**src/rtl/txc_pkg.sv**
```systemverilog
package txc_pkg;

    localparam int BYTE_W = 8;

    localparam logic [BYTE_W-1:0] ESC_CODE   = 8'h00;
    localparam logic [BYTE_W-1:0] OP_BRK_ON  = 8'h81;
    localparam logic [BYTE_W-1:0] OP_DELAY   = 8'h82;
    localparam logic [BYTE_W-1:0] OP_BRK_OFF = 8'h83;

    typedef enum logic [1:0] {
        PS_DATA,
        PS_OP,
        PS_LEN
    } pstate_e;

    typedef enum logic [2:0] {
        OPK_LITERAL,
        OPK_BRK_ON,
        OPK_BRK_OFF,
        OPK_DELAY,
        OPK_BAD
    } opkind_e;

    typedef struct packed {
        logic brk_on;
        logic brk_off;
        logic dly_load;
        logic bad;
    } act_t;

    function automatic opkind_e decode_op(input logic [BYTE_W-1:0] b);
        opkind_e k;
        case (b)
            ESC_CODE:   k = OPK_LITERAL;
            OP_BRK_ON:  k = OPK_BRK_ON;
            OP_BRK_OFF: k = OPK_BRK_OFF;
            OP_DELAY:   k = OPK_DELAY;
            default:    k = OPK_BAD;
        endcase
        return k;
    endfunction

endpackage

```
**src/rtl/txc_parser.sv**
```systemverilog
module txc_parser
    import txc_pkg::*;
(
    input  logic              clk,
    input  logic              rst,
    input  logic              cmd_en,
    input  logic              hold,
    input  logic              in_valid,
    input  logic [BYTE_W-1:0] in_data,
    output logic              in_ready,
    output logic              out_valid,
    input  logic              out_ready,
    output act_t              act,
    output logic              err
);

    pstate_e st_q, st_n;
    opkind_e op_k;
    logic    pass_ok;
    logic    err_q;

    assign op_k    = decode_op(in_data);
    assign pass_ok = out_ready && !hold;

    always_comb begin
        st_n      = st_q;
        in_ready  = 1'b0;
        out_valid = 1'b0;
        act       = '0;
        case (st_q)
            PS_DATA: begin
                if (cmd_en && in_data == ESC_CODE) begin
                    in_ready = 1'b1;
                    if (in_valid) st_n = PS_OP;
                end else begin
                    out_valid = in_valid && !hold;
                    in_ready  = pass_ok;
                end
            end
            PS_OP: begin
                if (op_k == OPK_LITERAL) begin
                    out_valid = in_valid && !hold;
                    in_ready  = pass_ok;
                    if (in_valid && pass_ok) st_n = PS_DATA;
                end else begin
                    in_ready = 1'b1;
                    if (in_valid) begin
                        st_n = PS_DATA;
                        case (op_k)
                            OPK_BRK_ON:  act.brk_on  = 1'b1;
                            OPK_BRK_OFF: act.brk_off = 1'b1;
                            OPK_DELAY:   st_n        = PS_LEN;
                            default:     act.bad     = 1'b1;
                        endcase
                    end
                end
            end
            PS_LEN: begin
                in_ready = 1'b1;
                if (in_valid) begin
                    act.dly_load = 1'b1;
                    st_n         = PS_DATA;
                end
            end
            default: st_n = PS_DATA;
        endcase
    end

    always_ff @(posedge clk) begin
        if (rst) begin
            st_q  <= PS_DATA;
            err_q <= 1'b0;
        end else begin
            st_q  <= st_n;
            err_q <= act.bad;
        end
    end

    assign err = err_q;

endmodule

```
**src/rtl/txc_break_ctl.sv**
```systemverilog
module txc_break_ctl (
    input  logic clk,
    input  logic rst,
    input  logic set_i,
    input  logic clr_i,
    output logic brk_o
);

    logic brk_q;

    always_ff @(posedge clk) begin
        if (rst)        brk_q <= 1'b0;
        else if (set_i) brk_q <= 1'b1;
        else if (clr_i) brk_q <= 1'b0;
    end

    assign brk_o = brk_q;

endmodule

```
**src/rtl/txc_delay_timer.sv**
```systemverilog
module txc_delay_timer #(
    parameter int CNT_W = 8
) (
    input  logic             clk,
    input  logic             rst,
    input  logic             load_i,
    input  logic [CNT_W-1:0] len_i,
    input  logic             tick_i,
    output logic             busy_o
);

    localparam logic [CNT_W-1:0] ONE = CNT_W'(1);

    logic [CNT_W-1:0] cnt_q;

    always_ff @(posedge clk) begin
        if (rst)                         cnt_q <= '0;
        else if (load_i)                 cnt_q <= len_i;
        else if (tick_i && cnt_q != '0)  cnt_q <= cnt_q - ONE;
    end

    assign busy_o = (cnt_q != '0);

endmodule

```
**src/rtl/txc_interp.sv**
```systemverilog
module txc_interp
    import txc_pkg::*;
(
    input  logic              clk,
    input  logic              rst,
    input  logic              cmd_en,
    input  logic              in_valid,
    input  logic [BYTE_W-1:0] in_data,
    output logic              in_ready,
    output logic              out_valid,
    output logic [BYTE_W-1:0] out_data,
    input  logic              out_ready,
    input  logic              tick,
    output logic              brk_level,
    output logic              err
);

    act_t act;
    logic brk_q;
    logic dly_busy;
    logic hold;

    assign hold = brk_q || dly_busy;

    txc_parser u_parser (
        .clk       (clk),
        .rst       (rst),
        .cmd_en    (cmd_en),
        .hold      (hold),
        .in_valid  (in_valid),
        .in_data   (in_data),
        .in_ready  (in_ready),
        .out_valid (out_valid),
        .out_ready (out_ready),
        .act       (act),
        .err       (err)
    );

    txc_break_ctl u_break (
        .clk   (clk),
        .rst   (rst),
        .set_i (act.brk_on),
        .clr_i (act.brk_off),
        .brk_o (brk_q)
    );

    txc_delay_timer #(.CNT_W(BYTE_W)) u_delay (
        .clk    (clk),
        .rst    (rst),
        .load_i (act.dly_load),
        .len_i  (in_data),
        .tick_i (tick),
        .busy_o (dly_busy)
    );

    assign out_data  = in_data;
    assign brk_level = brk_q;

endmodule

```
**config.mk**
```make
export PLATFORM = sky130hd
export DESIGN_NAME = txc_interp
export DESIGN_NICKNAME = d
export VERILOG_FILES = /design/src/rtl/txc_pkg.sv /design/src/rtl/txc_parser.sv /design/src/rtl/txc_break_ctl.sv /design/src/rtl/txc_delay_timer.sv /design/src/rtl/txc_interp.sv
export SDC_FILE = /design/constraint.sdc
export NUM_CORES = 1
export LEC_CHECK = 0
export ABC_AREA = 1
export CAP_MARGIN = 25
export CORE_ASPECT_RATIO = 0.7
export CORE_UTILIZATION = 51
export DETAILED_ROUTE_END_ITERATION = 16
export PLACE_DENSITY = 0.89
export SETUP_SLACK_MARGIN = 0.5
export SLEW_MARGIN = 20
export SYNTH_ARGS = -nofsm -noshare
export SYNTH_HDL_FRONTEND = slang
export SYNTH_HIERARCHICAL = 1
export SYNTH_SLANG_ARGS = --single-unit
```
**constraint.sdc**
```tcl
create_clock -name clk -period 2.8 [get_ports clk]
set_input_delay 0.56 -clock clk [delete_from_list [all_inputs] [get_ports clk]]
set_output_delay 0.56 -clock clk [all_outputs]
set_load 0.01 [all_outputs]
```
==> results of run 1 <==
[power by group through the flow]
stage | logic, mW | clock network (mW) | registers [mW]
floorplan | 0.403 | 0 | 0.240
global placement | 0.520 | 0 | 0.248
detailed placement | 0.545 | 0 | 0.251
CTS | 0.573 | 0.113 | 0.249
global route | 0.786 | 0.123 | 0.261
finish | 0.713 | 0.110 | 0.259
[path summary, 6_finish.rpt]
check	from	endpoint	depth (start not counted)
hold reg to reg	u_delay/cnt_q[0]	u_delay/cnt_q[0]	2
hold / removal	u_delay/cnt_q[0]	u_delay/cnt_q[0]	2
setup reg to reg	u_parser/st_q[1]	u_delay/cnt_q[4]	6
setup / recovery	u_delay/cnt_q[0]	in_ready	12
[state kept, by name, indices dropped and copies added, names as in the netlist]
signal and cells:
u_delay/cnt_q 8, u_parser/st_q 2, u_break/brk_o 1, u_parser/err 1
[critical path: cells and delay by family, from the launching register on]
| kind | cells | cell delay, ps |
|---|---|---|
| buf+inv | 6 | 510 |
| simple gates | 4 | 370 |
| compound gates | 1 | 150 |
| flops | 1 | 340 |
| fa+ha+maj | 1 | 150 |
[cell type report]
type,count,area (um^2)
fill,151,434.2
clock buffer,3,22.52
sequential,12,242.7
inverter,26,97.59
multi-input combinational,121,714.4
tap,22,27.53
timing repair buffer,45,380.4
[routing by layer]
metal / wire (um) / track usage, % / share of wire, %
met1: 1410 / 33.96 / 42
met2: 1478 / 46.18 / 44
met5: 0 / 0 / 0
met4: 117 / 18.29 / 3.5
met3: 355 / 10.97 / 11
[stage by stage]
step	hold slack [ps]	power [mW]	utilization (%)	cell area (um^2)	setup slack [ps]
floorplan	442.8	0.6430	-	1076	773.4
global placement	465.8	0.7676	71.84	1379	6.657
detailed placement	490.2	0.7963	71.84	1379	-65.27
CTS	501.7	0.9349	73.79	1416	406.9
global route	510.7	1.170	77.38	1485	367.8
finish	499.8	1.082	77.38	1485	447.2
[timing repair]
item,in CTS,in global routing
endpoints found under the setup margin,7,1
endpoints found under the hold margin,0,0
pin swaps,8,6
setup buffers,2,6
gates resized for setup,21,12
==> qor.yml, run 1 <==
status: "complete, but fails checks"
violations: "design-rule violations"
drtIter0Drc: 84
maxCapViolations: 0
swShare_pct: 47.00
worstPathCellList: "inv_2 -> ha_4 -> nand2_4 -> nor2_4 -> inv_2 -> inv_2 -> nand2_2 -> nor2_4 -> inv_2 -> buf_4 -> a31oi_1 -> buf_2"
period_needed_ps: 2353
antennaDiodeCount: 0
die_y_um: 40.43
cp.arrival_ps: 1790
netlist_instances: 168
crit_slowest_cell: "dfxtp_2"
postRouteAntennaNets: 0
fin_nets: 224
postCtsHoldBufs: 0
drtPass1Iterations: 12
die_area_mm2: 0.002300
tns_ps: 0
finalSetupViolCount: 0
grt_max_degree: 11
avgSynthCellArea_um2: 6.405
stdcell_count: 229
maxSlewViolCount: 0
mostFrequentLayoutCells: "33 x nand2_1, 24 x nor2_1, 20 x buf_4"
syn_to_final_growth_pct: 38.02
cts_root_buffer: "clkbuf_4"
io_buffers: 25
die_w_um: 56.90
cts_buffers: 3
dpl.hpwl_mm: 2.373
cp.required_ps: 2240
grt_usage_pct: 28.94
gp_congestion: 0.8610
io_pins: 26
drive_gt1_share_pct: 31.40
slew_headroom_pct: 69.73
period_share_pct: 84.03
cts.clk_slew.worst_paths_ps: 70
power_switching_mw: 0.5087
num_rows: 13
cts.sinks: 12
power_density_mw_per_mm2: 728.8
grt_pass1_wl_mm: 4.843
fmax_mhz: 425.0
grt-ovfl-total: 0
cp-start-kind: "flop"
clockBufferDepth: 2
drc: 2
hold_viol_final: 0
critPathMaxFanout: 3
syn_nets: 183
p_clk_share_pct: 10.2
htree_levels: 1
combPwrFrac_pct: 65.9
viasPerCell: 5.611
rsz0062_at_grt: "true"
critical_path_class: "reg -> out"
r2r_slack_ps: 980
ys.warnings.count: 6
peakVddDrop_mv: 0.3810
internal-power_mw: 0.5736
insertion_delay_ps: 280
cellLeakagePower_nw: 0.6966
vias: 1285
worst_pin_slew_ps: 452.7
wl_per_cell_um: 14.68
cts_tree: "built"
slowest_delay_ps: 340
min_path_type: "reg -> reg"
fin_skew_ps: 7.379
crit_top_cell: "inv_2"
core_mm2: 0.001919
final_common_cell: "nand2_1"
initial_core_util_pct: 56.06
syn_area_mm2: 0.001076
grt_pass1_vias: 1130
dpl.cell_count: 218
drt-total-wl_mm: 3.362
power_frac_seq_pct: 23.9
crit_path_end_kind: "primary output"
antenna_found_initial: 0
Note: power is estimated with default switching activity, not from simulation.
==> run 2, diff against run 1 <==
CORE_UTILIZATION = 49   (was 51)
PLACE_DENSITY = 0.86   (was 0.89)
clock period = 2.4 ns   (was 2.8 ns; I/O delays follow)
==> run 2 against run 1 <==
The flow still finishes with violations (design-rule violations). Combinational power rose by 27%. Die area grew 3.9%. Final cell count grew 3.5%. First-iteration DRC count increased by 32%. Sequential power grew 14%. Clock skew down 3.8 ps. Worst hold slack gained 4.8 ps. Largest cell class unchanged. Highest routed layer unchanged.
==> qor.yml, run 2 (same netlist as run 1, synthesis figures left out) <==
min_path_type: "reg -> reg"  # unchanged
num_rows: 13  # unchanged
worst_pin_slew_ps: 457.5  # was 452.7 ps
drtPass1Iterations: 11  # was 12
grt_max_degree: 11  # unchanged
grt_usage_pct: 29.45  # was 28.94%
dpl.cell_count: 224  # was 218
power_density_mw_per_mm2: 873.1  # was 728.8 mW/mm^2
period_needed_ps: 2238
placed_area_mm2: 0.001426  # was 0.001379 mm^2
dpl.hpwl_mm: 2.282  # was 2.373 mm
die_y_um: 41.21  # was 40.43 um
cts.clk_slew.worst_paths_ps: 80  # was 70 ps
cellLeakagePower_nw: 0.7761  # was 0.6966 nW
cts_tree: "built"  # unchanged
grt-ovfl-total: 0  # unchanged
die_w_um: 58.01  # was 56.90 um
critPathMaxFanout: 2  # was 3
slew_headroom_pct: 69.26  # was 69.73%
io_pins: 26  # unchanged
antennaDiodeCount: 0  # unchanged
crit_path_end_kind: "primary output"  # unchanged
critical_path_class: "reg -> out"  # unchanged
drive_gt1_share_pct: 35.81  # was 31.40%
stdcell_count: 237  # was 229
fmax_mhz: 446.8
regMostFlops: "u_delay/cnt_q"  # unchanged
maxSlewViolCount: 0  # unchanged
drc: 1  # was 2
peakVddDrop_mv: 0.6563  # was 0.3810 mV
cts_root_buffer: "clkbuf_4"  # unchanged
largestRegisters: "u_delay/cnt_q: 8 flops, u_parser/st_q: 2 flops"  # unchanged
power.total_mw: 1.369  # was 1.082 mW
cts_buffers: 3  # unchanged
hold_ws_ps: 504.6  # was 499.8 ps
hold_viol_final: 0  # unchanged
drt-total-wl_mm: 3.492  # was 3.362 mm
violations: "design-rule violations"  # unchanged
postRouteAntennaNets: 0  # unchanged
final_common_cell: "nand2_1"  # unchanged
status: "complete, but fails checks"  # unchanged
viasPerCell: 5.439  # was 5.611
grt_pass1_vias: 1123  # was 1,130
wl_per_cell_um: 14.73  # was 14.68 um
vias: 1289  # was 1,285
insertion_delay_ps: 290  # was 280 ps
finalSetupViolCount: 0  # unchanged
syn_to_final_growth_pct: 45.70  # was 38.02%
fin_nets: 231  # was 224
drtIter0Drc: 111  # was 84
cp.arrival_ps: 1760  # was 1790 ps
fillers: 126  # was 151
cp.required_ps: 1920  # was 2240 ps
largest_register_ffs: 8  # unchanged
fin_skew_ps: 3.567  # was 7.379 ps
antenna_found_initial: 0  # unchanged
gp_congestion: 0.8685  # was 0.8610
maxCapViolations: 0  # unchanged
clockBufferDepth: 2  # unchanged
cp-start-kind: "flop"  # unchanged
mostFrequentLayoutCells: "32 x nand2_1, 27 x buf_4, 25 x nor2_1"  # was 33 x nand2_1, 24 x nor2_1, 20 x buf_4
stdcell_area_mm2: 0.001568  # was 0.001485 mm^2
core_mm2: 0.001952  # was 0.001919 mm^2
io_buffers: 25  # unchanged
grt_pass1_wl_mm: 5.057  # was 4.843 mm
period_share_pct: 93.25
final_core_util_pct: 80.32  # was 77.38%
htree_levels: 1  # unchanged
rsz0062_at_grt: "true"  # unchanged
initial_core_util_pct: 55.13  # was 56.06%
cts.sinks: 12  # unchanged
die_area_mm2: 0.002390  # was 0.002300 mm^2
==> run 2: cell type report <==
class	count	area, um^2	share of cell area (%)
clock buffer	4	36.28	2.314
timing repair buffer	52	444.2	28.33
inverter	26	98.84	6.305
tap	22	27.53	1.756
sequential	12	246.5	15.72
multi-input combinational	121	714.4	45.57
==> run 2: repair_timing <==
item                                    4_1_cts  5_1_grt
buffers inserted                              7        2
cloned                                        0        0
endpoints found under the setup margin       11       13
gates resized for setup                      31       12
hold buffers                                  0        0
pin swaps                                    10        5
==> run 2: worst max-delay path: stages, from the launching register on <==
cell	delay [ps]
dfxtp_2	330
inv_2	70
ha_4	140
nand2_4	70
nor2_4	120
inv_2	40
inv_2	40
nand2_2	70
nor2_4	130
inv_2	50
nand2_2	60
a21oi_2	40
a31oi_1	160
buf_2	160
==> run 2: path summary, 6_finish.rpt <==
| path | to | depth (start not counted) | slack [ps] | startpoint |
|---|---|---|---|---|
| max | in_ready | 13 | 160 | u_delay/cnt_q[0] |
| min | u_break/brk_o | 2 | 500 | u_break/brk_o |
| max reg2reg | u_delay/cnt_q[4] | 6 | 610 | u_parser/st_q[1] |
| min reg2reg | u_break/brk_o | 2 | 500 | u_break/brk_o |
==> run 2: routing by layer <==
metal  vias to the layer above  wire length, um  GRT usage, %
li1                        619                -             -
met1                       581             1504         37.52
met2                        75             1616         50.86
met3                        14              293         6.309
met4                         0               78         10.12
met5                         -                0             0
==> run 2: through the flow <==
step / TNS (ps) / setup slack, ps
2_1_floorplan: 0 / 516.1
6_report: 0 / 162.0
4_1_cts: 0 / 205.1
3_3_place_gp: -439.5 / -250.8
3_5_place_dp: -553.9 / -337.5
5_1_grt: 0 / 73.99
==> run 2: power breakdown <==
part	switching (mW)	total, mW	internal [mW]
registers	0.0442	0.295	0.251
logic	0.490	0.903	0.412
clock network	0.0789	0.171	0.0925
